**src/rtl/ucode_sequencer.sv**
```systemverilog
module ucode_sequencer #(
  parameter int STATE_W = 6,
  parameter int OP_W    = 4,
  parameter int WORD_W  = 26
) (
  input  logic               clk,
  input  logic               rst,
  input  logic [OP_W-1:0]    opcode,
  input  logic               cond,
  input  logic               prog_we,
  input  logic [1:0]         prog_sel,
  input  logic [STATE_W-1:0] prog_addr,
  input  logic [WORD_W-1:0]  prog_data,
  output logic [STATE_W-1:0] upc,
  output logic               en_rf_out,
  output logic               en_mem_out,
  output logic               en_alu_out,
  output logic               en_alu2_out,
  output logic               en_pc_out,
  output logic               en_imm_out,
  output logic               ld_pc,
  output logic               ld_ir,
  output logic               ld_addr,
  output logic               ld_opa,
  output logic               ld_opb,
  output logic               ld_flag,
  output logic               rf_we,
  output logic               mem_we,
  output logic [1:0]         rf_port_sel,
  output logic [1:0]         alu_op,
  output logic               dispatch,
  output logic               cond_branch,
  output logic               seq_fault
);
  localparam int MAIN_N = 1 << STATE_W;
  localparam int SEQ_N  = 1 << OP_W;

  logic [WORD_W-1:0]  main_rom [MAIN_N];
  logic [STATE_W-1:0] seq_rom  [SEQ_N];
  logic [STATE_W-1:0] cond_rom [2];

  logic [WORD_W-1:0]  word;
  logic [1:0]         src;
  logic [STATE_W-1:0] seq_nx, cond_nx;

  assign word    = main_rom[upc];
  assign src     = word[25:24];
  assign seq_nx  = seq_rom[opcode];
  assign cond_nx = cond_rom[cond];

  always_ff @(posedge clk) begin
    if (prog_we) begin
      case (prog_sel)
        2'd0: main_rom[prog_addr] <= prog_data;
        2'd1: seq_rom[prog_addr[OP_W-1:0]] <= prog_data[STATE_W-1:0];
        2'd2: cond_rom[prog_addr[0]] <= prog_data[STATE_W-1:0];
        default: ;
      endcase
    end
  end

  always_ff @(posedge clk) begin
    if (rst) upc <= '0;
    else begin
      case (src)
        2'b00: upc <= word[STATE_W-1:0];
        2'b01: upc <= seq_nx;
        2'b10: upc <= cond_nx;
        default: upc <= upc;
      endcase
    end
  end

  assign en_rf_out   = word[6];
  assign en_mem_out  = word[7];
  assign en_alu_out  = word[8];
  assign en_alu2_out = word[9];
  assign en_pc_out   = word[10];
  assign en_imm_out  = word[11];
  assign ld_pc       = word[12];
  assign ld_ir       = word[13];
  assign ld_addr     = word[14];
  assign ld_opa      = word[15];
  assign ld_opb      = word[16];
  assign ld_flag     = word[17];
  assign rf_we       = word[18];
  assign mem_we      = word[19];
  assign rf_port_sel = word[21:20];
  assign alu_op      = word[23:22];
  assign dispatch    = word[24];
  assign cond_branch = word[25];
  assign seq_fault   = dispatch & cond_branch;

  p_reset_state_r1: assert property (@(posedge clk) rst |=> upc == '0);
  p_literal_next_r3: assert property (@(posedge clk) disable iff (rst)
    (!dispatch && !cond_branch) |=> upc == $past(word[STATE_W-1:0]));
  p_dispatch_next_r4: assert property (@(posedge clk) disable iff (rst)
    (dispatch && !cond_branch) |=> upc == $past(seq_nx));
  p_cond_next_r5: assert property (@(posedge clk) disable iff (rst)
    (cond_branch && !dispatch) |=> upc == $past(cond_nx));
  p_fault_hold_r6: assert property (@(posedge clk) disable iff (rst)
    seq_fault |=> $stable(upc));
endmodule

```
**config.mk**
```make
export PLATFORM = sky130hd
export DESIGN_NAME = ucode_sequencer
export DESIGN_NICKNAME = d
export VERILOG_FILES = /design/src/rtl/ucode_sequencer.sv
export SDC_FILE = /design/constraint.sdc
export NUM_CORES = 1
export LEC_CHECK = 0
export BUFFER_PORTS_ARGS = -buffer_cell sky130_fd_sc_hd__buf_2
export CAP_MARGIN = 20
export CORE_ASPECT_RATIO = 1.2
export CORE_MARGIN = 2
export CORE_UTILIZATION = 48
export DETAILED_ROUTE_END_ITERATION = 7
export SETUP_SLACK_MARGIN = 0.02
export SLEW_MARGIN = 10
export SYNTH_ARGS = -nofsm -noshare
export SYNTH_HDL_FRONTEND = slang
export SYNTH_SLANG_ARGS = --single-unit
```
**constraint.sdc**
```tcl
create_clock -name clk -period 4.4 [get_ports clk]
set_input_delay 0.44 -clock clk [delete_from_list [all_inputs] [get_ports clk]]
set_output_delay 0.44 -clock clk [all_outputs]
set_load 0.02 [all_outputs]
```
==> metrics.yaml <==
end_kind: "output port"
drc_errors: 0
critPathRequiredTime_ns: 3.96
min_path_cells: 1
power.clock.fraction_pct: 34.1
finalSetupTns_ns: 0
clockRootBuffer: "clkbuf_16"
worstSkewPairLatency_ns: 0.80
route.met3.wl_um: 11300
firstDrtPassIters: 5
final_nets: 3155
wirelength_um: 172000
grt_pass1_vias: 32500
swShare_pct: 26.5
synth_area_leader_cell: "edfxtp_1"
p_leak_uw: 0.0237
combPwrFrac_pct: 20.7
netlist_area_um2: 68300
top_layer: "met5"
ys_seq_elements: 1784
skew_ns: 0.0238
ff2ff_path_depth: 12
pwr-share-seq_pct: 45.2
hold_violations: 0
m1WireLength_um: 67700
fmax_mhz: 231
synth.area.top_cells: "edfxtp_1 78%, mux4_2 17%, mux2i_1 0.94%, nor2_1 0.49%, buf_2 0.36%"
htreeDepth: 4
slew_viol_final: 0
grt_usage_pct: 24.0
critPathMaxStageDelay_ns: 0.53
setup_slack_ns: 0.0790
core-area_um2: 141000
ir_worst_vdd_uv: 386
numCtsBuffers: 173
ant_nets: 0
grt_pass1_wl_um: 243000
dp_hpwl_um: 95100
synth_cell_types: 46
place_inst: 4735
rsz0062_at_grt: "false"
cp_max_fo: 23
start_kind: "flop"
synthArstFlopShare_pct: 0
critical_path_class: "flop to output port"
die_h_um: 417
gp_congestion: 0.842
tightest_slew_ns: 1.03
maxCapViolations: 0
slew_headroom_pct: 31.4
pre_cts_ws_ns: 0.289
layout_common_cells: "1772 x edfxtp_1, 509 x mux4_2, 181 x clkbuf_16, 110 x buf_4, 68 x buf_2"
initial_core_util_pct: 48.4
drive_above_1_share_pct: 32.8
fin_crit_ns: 4.32
synthesis.nets: 2894
cts_tree: "done"
io_pins: 69
crit_top_cell: "mux4_2"
synth.top_cell.area_share_pct: 77.9
p_sw_uw: 11100
path_cells: "buf_12, bufbuf_16, mux4_2, mux4_2, mux2i_1, a211oi_1, buf_2"
clk_path_buf_depth: 3
grt_max_degree: 98
area_growth_pct: 14.3
final_util_pct: 55.3
antenna_found_initial: 9
power.density_nw_per_um2: 539
cts.sinks: 1784
num_vias: 31800
hold_path_class: "input port to flop"
netlist_instances: 2849
synth_edf_count: 1772
layout_commonest_cell: "edfxtp_1"
routed_via_density: 6.25
r2r_slack_ns: 0.30
finalSetupViolations: 0
grt_overflow: 0
p_int_uw: 30900
synth_flop_cell: "edfxtp_1"
worstPathArrival_ns: 3.88
status: "finished clean"
wl_per_cell_um: 33.8
finalNonFillerCells: 5085
ys_seq_area_share_pct: 78.3
die_area_um2: 145000
slowest_stage: "mux4_2"
drt_iter0_drc: 3936
ys_warn_count: 0
rows: 151
path_clk_slew_ns: 0.06
syn_avg_cell_area_um2: 24.0
wl_met2_um: 87500
die_w_um: 348
min_period_over_period_pct: 98.2
port_buffers: 68
## timing repair
action / CTS / global route
gates cloned: 3 / 0
buffers inserted: 0 / 7
resized for setup: 12 / 5
hold endpoints to repair: 12 / 52
setup endpoints to repair: 19 / 14
hold buffers: 2 / 6
## per-stage QoR
step | hold WS (ns) | power (uW) | cell area, um2
2_1_floorplan | 0.539 | 25100 | 68300
3_3_place_gp | 0.519 | 27800 | 72000
3_5_place_dp | 0.526 | 27900 | 72000
4_1_cts | 0.0860 | 42200 | 77600
5_1_grt | 0.000896 | 43400 | 78100
6_report | 0.0273 | 42100 | 78100
## critical path: cells and delay by family (launching register included)
kind	cells	cell delay, ns
AO/OA/AOI/OAI	1	0.27
buffers and inverters	3	0.91
flip-flops	1	0.48
multiplexers	3	1.39
## power groups by stage
stage	clock, uW	combinational, uW	sequential (uW)
CTS	14600	8600	19100
finish	14300	8710	19000
global placement	0	8360	19400
global route	15200	9180	19000
detailed placement	0	8440	19400
floorplan	0	5920	19200
## Yosys cell counts, types with 2 or more instances
cell type	n
a21oi_1	5
nor3b_1	2
buf_4	19
nor2b_1	30
o21ai_0	5
a41oi_1	3
mux2i_1	64
or3_1	2
mux4_2	509
buf_2	49
mux2_2	6
clkbuf_1	51
nor3_1	18
edfxtp_1	1772
nor4b_1	2
and2_1	2
inv_2	2
a31o_2	2
ha_1	3
a22oi_1	32
a221oi_1	2
buf_6	12
and3_1	5
o22ai_1	9
a211o_1	3
or3b_2	3
nand3b_1	6
nand2b_1	6
a2111oi_0	9
inv_1	4
nand2_1	46
a31oi_1	4
a211oi_1	19
buf_1	20
nor2_1	90
nand3_1	10
dfxtp_1	12
o221ai_1	3
## area by class of cell
cell class              count  area (um2)
flip-flops and latches   1784       53500
clock inverters            93         753
multi-input cells         907       14500
clock buffers             220        4680
fillers                 10200       63100
diodes                      1        2.50
inverters                   6        22.5
well taps                1836        2300
repair buffers            238        2330
## kinds of logic after synthesis
group                      count (synthesis)  synth area share [%]
muxes                                    579                  17.8
buffers and inverters                    158                  1.20
and+or+nand+nor                          224                  1.54
AOI/OAI and AO/OA                        101                  1.11
DFF                                     1784                  78.3
adders and majority gates                  3                0.0550
## flip-flops by register name, summed over array words and instances, names as in the netlist, named ones only
signal,cells
seq_rom,96
cond_rom,12
upc,6
main_rom,1664
## metal layers
| metal | GRT usage [%] | vias to the layer above |
|---|---|---|
| li1 | - | 12800 |
| met1 | 32.4 | 17300 |
| met2 | 40.2 | 1313 |
| met3 | 3.85 | 307 |
| met4 | 7.98 | 6 |
| met5 | 0 | - |
## final timing paths
kind                                     startpoint                    endpoint
worst min register to register  upc[3]$_SDFFE_PP0N_                        flop
worst max-delay path                           flop                      ld_opa
worst max register to register                 flop                        flop
worst min-delay path                  prog_data[15]  main_rom[12][15]$_DFFE_PP_
(Power assumes the default switching activity.)
